### config.mk
export PLATFORM = sky130hd
export DESIGN_NAME = fir_multiset
export DESIGN_NICKNAME = d
export VERILOG_FILES = /design/src/rtl/fir_multiset.sv
export SDC_FILE = /design/constraint.sdc
export NUM_CORES = 1
export LEC_CHECK = 0
export ABC_AREA = 1
export BUFFER_PORTS_ARGS = -buffer_cell sky130_fd_sc_hd__buf_4
export CAP_MARGIN = 10
export CORE_ASPECT_RATIO = 0.75
export CORE_MARGIN = 4
export CORE_UTILIZATION = 35
export DETAILED_ROUTE_END_ITERATION = 8
export PLACE_DENSITY_LB_ADDON = 0.08
export SLEW_MARGIN = 20
export SYNTH_ARGS = -nofsm -noshare
export SYNTH_HDL_FRONTEND = slang
export SYNTH_SLANG_ARGS = --single-unit
### constraint.sdc
create_clock -name clk -period 4 [get_ports clk]
set_input_delay 1 -clock clk [delete_from_list [all_inputs] [get_ports clk]]
set_output_delay 1 -clock clk [all_outputs]
set_load 0.02 [all_outputs]
### src/rtl/fir_multiset.sv
module fir_multiset #(
  parameter int TAPS = 4,
  parameter int DATA_W = 8,
  parameter int COEF_W = 8,
  parameter int NSETS = 2,
  parameter bit DATA_SIGNED = 1'b1,
  parameter bit COEF_SIGNED = 1'b1,
  localparam int OUT_W = DATA_W + COEF_W + $clog2(TAPS),
  localparam int SEL_W = (NSETS > 1) ? $clog2(NSETS) : 1,
  localparam int PTR_W = (TAPS > 1) ? $clog2(TAPS) : 1
) (
  input  logic              clk,
  input  logic              rst_n,
  input  logic              arst_n,
  input  logic [DATA_W-1:0] din,
  input  logic              din_vld,
  input  logic [SEL_W-1:0]  set_sel,
  input  logic [COEF_W-1:0] coef_in,
  input  logic              coef_vld,
  input  logic              set_swap,
  output logic [OUT_W-1:0]  dout,
  output logic              dout_vld
);
  localparam int PW = DATA_W + COEF_W + 2;
  localparam int LATENCY = 2;

  logic [DATA_W-1:0] hist [TAPS];
  logic [DATA_W-1:0] win [TAPS];
  logic [COEF_W-1:0] shadow [TAPS];
  logic [COEF_W-1:0] bank [NSETS][TAPS];
  logic [PTR_W-1:0]  wr_ptr;
  logic [PTR_W-1:0]  wr_idx;
  logic signed [PW-1:0] pnext [TAPS];
  logic signed [PW-1:0] prod [TAPS];
  logic [OUT_W-1:0]  acc;
  logic              p_vld;

  assign wr_idx = set_swap ? '0 : wr_ptr;

  always_comb begin
    win[0] = din;
    for (int k = 1; k < TAPS; k++) win[k] = hist[k-1];
  end

  for (genvar k = 0; k < TAPS; k++) begin : g_tap
    logic signed [DATA_W:0] xe;
    logic signed [COEF_W:0] ce;
    assign xe = {DATA_SIGNED ? win[k][DATA_W-1] : 1'b0, win[k]};
    assign ce = {COEF_SIGNED ? bank[set_sel][k][COEF_W-1] : 1'b0, bank[set_sel][k]};
    assign pnext[k] = xe * ce;
  end

  always_comb begin
    acc = '0;
    for (int k = 0; k < TAPS; k++) acc = acc + OUT_W'(prod[k]);
  end

  always_ff @(posedge clk or negedge arst_n) begin
    if (!arst_n) begin
      for (int k = 0; k < TAPS; k++) begin
        hist[k] <= '0;
        prod[k] <= '0;
      end
      p_vld    <= 1'b0;
      dout     <= '0;
      dout_vld <= 1'b0;
    end else if (!rst_n) begin
      for (int k = 0; k < TAPS; k++) begin
        hist[k] <= '0;
        prod[k] <= '0;
      end
      p_vld    <= 1'b0;
      dout     <= '0;
      dout_vld <= 1'b0;
    end else begin
      p_vld    <= din_vld;
      dout_vld <= p_vld;
      if (p_vld) dout <= acc;
      if (din_vld) begin
        for (int k = 0; k < TAPS; k++) begin
          hist[k] <= win[k];
          prod[k] <= pnext[k];
        end
      end
    end
  end

  always_ff @(posedge clk or negedge arst_n) begin
    if (!arst_n) begin
      for (int s = 0; s < NSETS; s++)
        for (int k = 0; k < TAPS; k++) bank[s][k] <= '0;
      for (int k = 0; k < TAPS; k++) shadow[k] <= '0;
      wr_ptr <= '0;
    end else if (!rst_n) begin
      for (int s = 0; s < NSETS; s++)
        for (int k = 0; k < TAPS; k++) bank[s][k] <= '0;
      for (int k = 0; k < TAPS; k++) shadow[k] <= '0;
      wr_ptr <= '0;
    end else begin
      if (set_swap)
        for (int k = 0; k < TAPS; k++) bank[set_sel][k] <= shadow[k];
      if (coef_vld) begin
        shadow[wr_idx] <= coef_in;
        wr_ptr <= (wr_idx == PTR_W'(TAPS - 1)) ? '0 : wr_idx + 1'b1;
      end else if (set_swap) begin
        wr_ptr <= '0;
      end
    end
  end
endmodule

# Yosys cells after proc, flatten, opt, wreduce, memory -nomap -nowiden
# Cells that the tools add are included.
[op_classes]
n_addsub = 4
mul = 4
magnitude_cmp = 4
eq_ne = 5
n_mux = 34
bitwise = 2
n_reduce_logical = 2
[ops]
columns = ["op", "count"]
rows = [
  ["$bwmux 64", 4],
  ["$mux 32", 8],
  ["$mux 72", 2],
  ["$demux 32 s1", 4],
  ["$mux 64", 2],
  ["$mul 8x8->16", 4],
  ["$add 18x18->18", 3],
  ["$mux 18", 2],
  ["$bwmux 32", 1],
  ["$mux 24", 1],
  ["$demux 8 s2", 1],
  ["$mux 16", 1],
  ["$mux 8", 2],
  ["$mux 2", 4],
  ["$ne 2x1->1 const B", 4],
  ["$ge 3x3->1 const B", 1],
  ["$lt 3x1->1 const B", 1],
  ["$not 2->3", 1],
  ["$add 2x1->2 const B", 1],
  ["$eq 2x2->1 const B", 1],
  ["$ge 2x2->1 const B", 1],
  ["$logic_and 1x1->1", 2],
  ["$lt 2x1->1 const B", 1],
  ["$mux 1", 2],
  ["$not 1->2", 1],
]
[word_totals]
ff_bits = 214
in_bits = 23
out_inout_bits = 19
wordCells = 78

# Logic depth before layout (Yosys ltp)
# Gate-level depths: netlist of the first run.
[depth]
ltp_word = 11
mapped_depth = 25
mapped_depth_nobuf = 24

# Worst setup path after synthesis of the first run
# No wires, ideal clock.
[synth_path]
kind = "in2reg"
startpoint = "in set_sel"
endpoint = "reg prod[16] (netlist bit)"
setup_ns = 0.117
arrival_time_ns = 5.060
t_required_ns = 3.883
setup_slack_ns = -1.178
path_stages = 21
n_path_buf = 2
cell_sequence = "buf_4 > buf_4 > nand2_1 > o21ai_2 > nor2_1 > inv_1 > fa_1 > inv_1 > fa_1 > inv_1 > fa_1 > inv_1 > fa_1 > ha_1 > a21oi_1 > a21boi_0 > nand2_1 > nor2_1 > nand2_1 > nand3_1 > nand2_1"
[synth_via]
elab_chain_cells = 7
[synth_lines]
columns = ["element", "line", "rtl"]
rows = [
  ["from (decl)", "17", "input logic [SEL_W-1:0] set_sel,"],
  ["$not 1->2 (implied by the code)", "49", "assign ce = {COEF_SIGNED ? bank[set_sel][k][COEF_W-1] : 1'b0, bank[set_sel][k]};"],
  ["$mux 32 (implied by the code) (3 in series)", "49", ""],
  ["$mul 8x8->16", "50", "assign pnext[k] = xe * ce;"],
  ["$mux 72", "79", "if (din_vld) begin"],
  ["$mux 72", "67", "end else if (!rst_n) begin"],
  ["to (signal, indexed assignment)", "82", "prod[k] <= pnext[k];"],
  ["to (decl)", "34", "logic signed [PW-1:0] prod [TAPS];"],
]
# Every way passes these cells. The select of a mux whose other input is x is not followed.
# A chain may end at the register's enable or synchronous reset.

# Final worst setup path of the first run
# Same ends and word-level chain as after synthesis.

==> impl_results.md, run 1 <==
- Status: finished, violations left
- Failing checks: setup timing
- Post-route clock period utilization: 113%
- Cells after Synth: 2330
- Port Buf Inserts: 41
- Syn nets: 2743
- Remaining antenna violation count: 0
- Drt drc: 0
- Die Width: 280 um
- Initial antenna violation count: 1
- Final wirelength: 58800 um
- Most common cell on crit path: nand3_1
- Slew Limit Fails: 0
- Die Area: 59600 um2
- Layout Nets: 3102
- Fmax: 221 MHz
- Tot GR Track Use: 20.6%
- Clk pin slew, worst setup/hold paths: 0.05 ns
- Worst Path Max Fanout: 7
- Clk root buf: clkbuf_16
- Filler cell count: 5327
- Max-slew headroom: 31.0%
- CTS tree: built
- Final setup fails: 40
- Worst-path cell chain: buf_16, buf_12, buf_6, nand2_4, o21ai_4, inv_2, nand2_2, fa_2, buf_4, fa_2, fa_1, inv_2, fa_1, ha_4, nand2_2, nor2_2, nand3_1, nand3_1, nand3_1, nand3_1, nand2_1
- Worst skew pair latency: 0.56 ns
- HP Class: input port to async pin
- H-tree depth: 1
- R2R depth: 18
- Most frequent cells in the layout: 482 x inv_1, 345 x nand2_1, 317 x buf_4
- Syn-to-layout area delta: 33.1%
- Dpl cell area: 23100 um2
- Chip height: 212 um
- Gpl congestion: 0.859
- Measured slew at the worst slew-check pin: 1.03 ns
- Share of layout cells above drive strength 1: 29.8%
- Setup ws final: -0.530 ns
- Number of CTS-inserted buffers: 25
- Asr flop ratio synth: 100%
- First-pass GRT wire length: 96100 um
- Seq cells post-synth: 206
- Number of library cell types mapped by synthesis: 32
- Total negative slack: -15.24 ns
- Largest net degree at the start of global routing: 83
- Core ar.: 54800 um2
- Shortest period the worst path allows: 4.53 ns
- Worst path arrival time: 4.97 ns
- Syn Area/Cell: 8.37 um2
- Post-DP HPWL: 46000 um
- RSZ-0062 raised after global routing: yes
- DR vias: 16400
- Vias per cell: 4.78
- Ant diodes: 0
- Row cnt: 74
- Crit-path slowest cell: fa_2
- R2r setup slk: -0.20 ns
- Cell area after layout: 25900 um2
- Sequential share of the synthesized area: 26.4%
- Delay of the slowest critical-path stage: 0.65 ns
- GRT Residual Overflow: 0
- Clock sink count: 206
- Worst EP required: 4.44 ns
- Leakage: 0.0130 uW
- Crit path launch type: input port
- Post-route clock skew: 0.0152 ns
- Most common cell after layout, fill and taps aside: inv_1
- Mapped cell area: 19500 um2
- Number of global-route vias before repair: 17500
- Iter 0 DRT Violations: 682
- DR pass1 iterations: 5
- Post-synth EDFFs: 0
- Drt wl/cell: 17.2 um
- Worst R2R End: prod[63]$_DFFE_PN0P_
- Pwr per Cell Area: 317 nW/um2
- Clock buffer depth: 3
- Post-placement setup slack: -1.50 ns
- Worst R2R Start: bank[60]$_DFFE_PN0P_
- Max-Cap Viols: 0
- Cts hold-fix bufs: 0
- Final hold vios: 0
- Yosys warning total: 0
- Peak supply drop: 0.269 mV
- Starting Density: 35.6%
- Synth Flop Type: dfrtp_1
- Critical path type: input port to register
- Io pins: 42
- Crit path capture type: register
## per-layer routing
metal	vias up	part of all wire, %	wire (um)	track usage [%]
li1	7868	-	-	-
met1	8204	50	29200	30.3
met2	234	44	26100	32.5
met3	60	4.4	2580	3.61
met4	2	1.6	963	3.27
met5	-	0.024	14	0
## metrics by stage
step	power [uW]	hold WS (ns)	cells	util, %
final	8220	0.445	3427	47.3
after global routing	8810	0.488	3427	47.3
after CTS	8090	0.454	3404	46.0
after detailed placement	5290	0.468	3336	42.1
after global placement	5290	0.464	3336	42.1
after floorplan	4100	0.458	2330	-
## where the power goes
group	leakage (uW)	switching [uW]	total, uW	internal (uW)
sequential	0.00283	180	2390	2210
clock	0.000404	984	2340	1360
combinational	0.00981	1960	3480	1520
total	0.0130	3130	8220	5090
## flip-flops by register name, summed over array words and instances, names as in the netlist
signal and flops:
prod 64, g_tap.xe 24, p_vld 1, dout_vld 1, dout 18, bank 64, wr_ptr 2, shadow 32
## layout make-up
type                            count  area [um2]  area share (%)
Clock buffer                       33         696            2.68
Clock inverter                     10         125           0.482
Inverter                          560        2100            8.10
Multi-Input combinational cell   1523       13800            53.1
Sequential cell                   206        5150            19.9
Tap cell                          722         903            3.48
Timing Repair Buffer              373        3190            12.3
## worst max-delay path, delay by kind of cell
family                   cells  cell delay, ns
buffers and inverters        6            0.69
AND/OR/NAND/NOR              9            0.74
AO/OA/AOI/OAI                1            0.07
adder cells (fa/ha/maj)      5            2.44
## cells in the mapped netlist (all sizes together), types with 19 or more instances
| library cell | number | area share, % |
|---|---|---|
| a21oi | 61 | 1.6 |
| ha | 137 | 8.8 |
| nand3 | 75 | 1.9 |
| nor2 | 274 | 5.3 |
| fa | 253 | 26 |
| o21ai | 106 | 3.2 |
| dfrtp | 206 | 26 |
| buf | 35 | 0.96 |
| inv | 557 | 11 |
| a22o | 19 | 0.85 |
| nand2 | 427 | 8.2 |
| o22ai | 118 | 3.8 |
## worst max path at each step
stage          depth (start not counted)  startpoint  slack (ns)                    to
4_1_cts                               21     set_sel       -0.46  prod[52]$_DFFE_PN0P_
3_3_place_gp                          19     set_sel       -1.45  prod[65]$_DFFE_PN0P_
3_5_place_dp                          22     set_sel       -1.50  prod[65]$_DFFE_PN0P_
5_1_grt                               24     set_sel       -0.71  prod[70]$_DFFE_PN0P_
2_1_floorplan                         21     set_sel       -0.81  prod[16]$_DFFE_PN0P_
6_report                              21     set_sel       -0.53  prod[16]$_DFFE_PN0P_
## logic make-up after synthesis
family	share of synthesized area, %
compound gates	10.3
xor+xnor	0.674
fa+ha+maj	34.8
buf+inv	11.9
flops	26.4
simple gates	15.9
## repair_timing
| action | in CTS | in global routing |
|---|---|---|
| resized for setup | 278 | 174 |
| pin swaps | 107 | 94 |
| setup endpoints to repair | 44 | 42 |
| setup buffers | 24 | 25 |
| cloned | 4 | 0 |
Note: power is estimated with default switching activity, not from simulation.
==> inputs of run 2 (changes only) <==
--- a/config.mk
+++ b/config.mk
@@ -10,8 +10,9 @@
 export CAP_MARGIN = 10
 export CORE_ASPECT_RATIO = 0.75
 export CORE_MARGIN = 4
-export CORE_UTILIZATION = 35
+export CORE_UTILIZATION = 59
 export DETAILED_ROUTE_END_ITERATION = 8
+export HOLD_SLACK_MARGIN = 0.12
 export PLACE_DENSITY_LB_ADDON = 0.08
 export SLEW_MARGIN = 20
 export SYNTH_ARGS = -nofsm -noshare
==> impl_results.md, run 2 (synthesis gave the netlist of run 1 again) <==
- Family with the most delay on the worst path: adder cells
- Iter 0 DRT Violations: 1586
- Die Area: 36000 um2
- GRT Residual Overflow: 0
- CTS tree: built
- Starting Density: 60.1%
- Core ar.: 32400 um2
- HP Class: register to register
- Worst EP required: 4.44 ns
- Post-route clock skew: 0.0206 ns
- RSZ-0062 raised after global routing: yes
- Io pins: 42
- Most common cell after layout, fill and taps aside: inv_1
- Clock sink count: 206
- Leakage: 0.0132 uW
- Number of CTS-inserted buffers: 23
- First-pass GRT wire length: 95500 um
- Worst path arrival time: 5.02 ns
- Setup ws final: -0.580 ns
- Most frequent cells in the layout: 472 x inv_1, 337 x nand2_1, 324 x buf_4
- Measured slew at the worst slew-check pin: 1.08 ns
- Drt drc: 0
- Pwr per Cell Area: 322 nW/um2
- Max-Cap Viols: 0
- Clk pin slew, worst setup/hold paths: 0.06 ns
- Hold Path Origin: dout[15]$_DFFE_PN0P_
- Clk root buf: clkbuf_16
- Port Buf Inserts: 41
- Gpl congestion: 0.940
- Vias per cell: 5.52
- Shortest period the worst path allows: 4.58 ns
- Final wirelength: 60600 um
- Worst R2R Start: bank[51]$_DFFE_PN0P_
- Delay of the slowest critical-path stage: 0.56 ns
- Max-slew headroom: 28.0%
- Final setup fails: 41
- Remaining antenna violation count: 0
- Number of global-route vias before repair: 18200
- DR pass1 iterations: 5
- Drt wl/cell: 19.2 um
- Post-placement setup slack: -1.25 ns
- DR vias: 17400
- Row cnt: 57
- H-tree depth: 1
- Peak supply drop: 0.408 mV
- Total negative slack: -16.65 ns
- Clock buffer depth: 3
- Crit-path slowest cell: fa_1
- Fmax: 218 MHz
- Worst skew pair latency: 0.55 ns
- Non-filler cells in the finished layout: 3159
- Status: finished, violations left
- Initial antenna violation count: 0
- Die Width: 218 um
- CP bufs+invs: 6
- Tot GR Track Use: 33.9%
- Hold WS: 0.488 ns
- Largest net degree at the start of global routing: 78
- Worst Path Max Fanout: 8
- Worst-path cell chain: buf_16, buf_12, o21ai_4, nor2_2, fa_1, inv_2, fa_1, inv_2, fa_1, inv_2, fa_1, inv_2, ha_4, nand2_4, nor2_4, nand3_1, nand3_2, nand3_2, nand3_2, nand2_2
- Syn-to-layout area delta: 32.9%
- CP startpoint: set_sel
- Share of layout cells above drive strength 1: 31.1%
- Final hold vios: 0
- Filler cell count: 2140
- Critical path type: input port to register
- Crit path launch type: input port
- Total power: 8350 uW
- Layout Nets: 3113
- Post-DP HPWL: 43500 um
- Failing checks: setup timing
- Regs by FF count: bank x64, prod x64, shadow x32
- Slew Limit Fails: 0
- Placed Cells: 3047
- R2r setup slk: -0.31 ns
- Crit path capture type: register
- Post-route clock period utilization: 114%
- Chip height: 165 um
run 2: routing by layer:
metal / part of all wire [%] / up-vias / track usage (%) / wire length [um]
met2: 46 / 679 / 54.2 / 28200
met5: 0 / - / 0.833 / 0
met1: 41 / 8705 / 46.1 / 24700
met4: 3.7 / 0 / 10.7 / 2240
li1: - / 7909 / - / -
met3: 9.2 / 150 / 8.65 / 5560
run 2: where the power goes:
group	leakage, uW	internal (uW)	switching [uW]
Sequential	0.00283	2210	164
Clock	0.000391	1380	931
Combinational	0.00995	1570	2090
run 2: timing repair:
action	CTS	global route
hold buffers	0	0
buffers inserted	33	39
setup endpoints to repair	42	42
resized for setup	266	250
hold endpoints to repair	0	0
gates cloned	6	1
pin swaps	97	150
run 2: worst paths after layout:
check,to,cells after the start
max in group asynchronous,prod[54]$_DFFE_PN0P_,2
min reg2reg,dout[15]$_DFFE_PN0P_,2
min,dout[15]$_DFFE_PN0P_,2
min in group asynchronous,bank[58]$_DFFE_PN0P_,1
max,prod[52]$_DFFE_PN0P_,20
max reg2reg,prod[52]$_DFFE_PN0P_,19
run 2: stage by stage:
| step | utilization, % | area, um2 |
|---|---|---|
| after floorplan | - | 19900 |
| after global placement | 69.8 | 22700 |
| after detailed placement | 69.8 | 22700 |
| after CTS | 76.6 | 24800 |
| after global routing | 79.8 | 25900 |
| final | 79.8 | 25900 |
run 2: area by class of cell:
class	instances	area, um2	area share [%]
Antenna cell	1	2.50	0.00966
Clock buffer	33	643	2.48
Clock inverter	8	155	0.599
Inverter	560	2110	8.15
Multi-Input combinational cell	1523	13900	53.7
Sequential cell	206	5150	19.9
Tap cell	442	553	2.14
Timing Repair Buffer	386	3360	13.0
run 2: worst register-to-register path, delay by kind of cell, from the launching register on:
kind / cells / cell delay, ns
compound gates: 1 / 0.25
buf+inv: 5 / 0.31
simple gates: 8 / 0.64
flops: 1 / 0.51
fa+ha+maj: 5 / 2.49
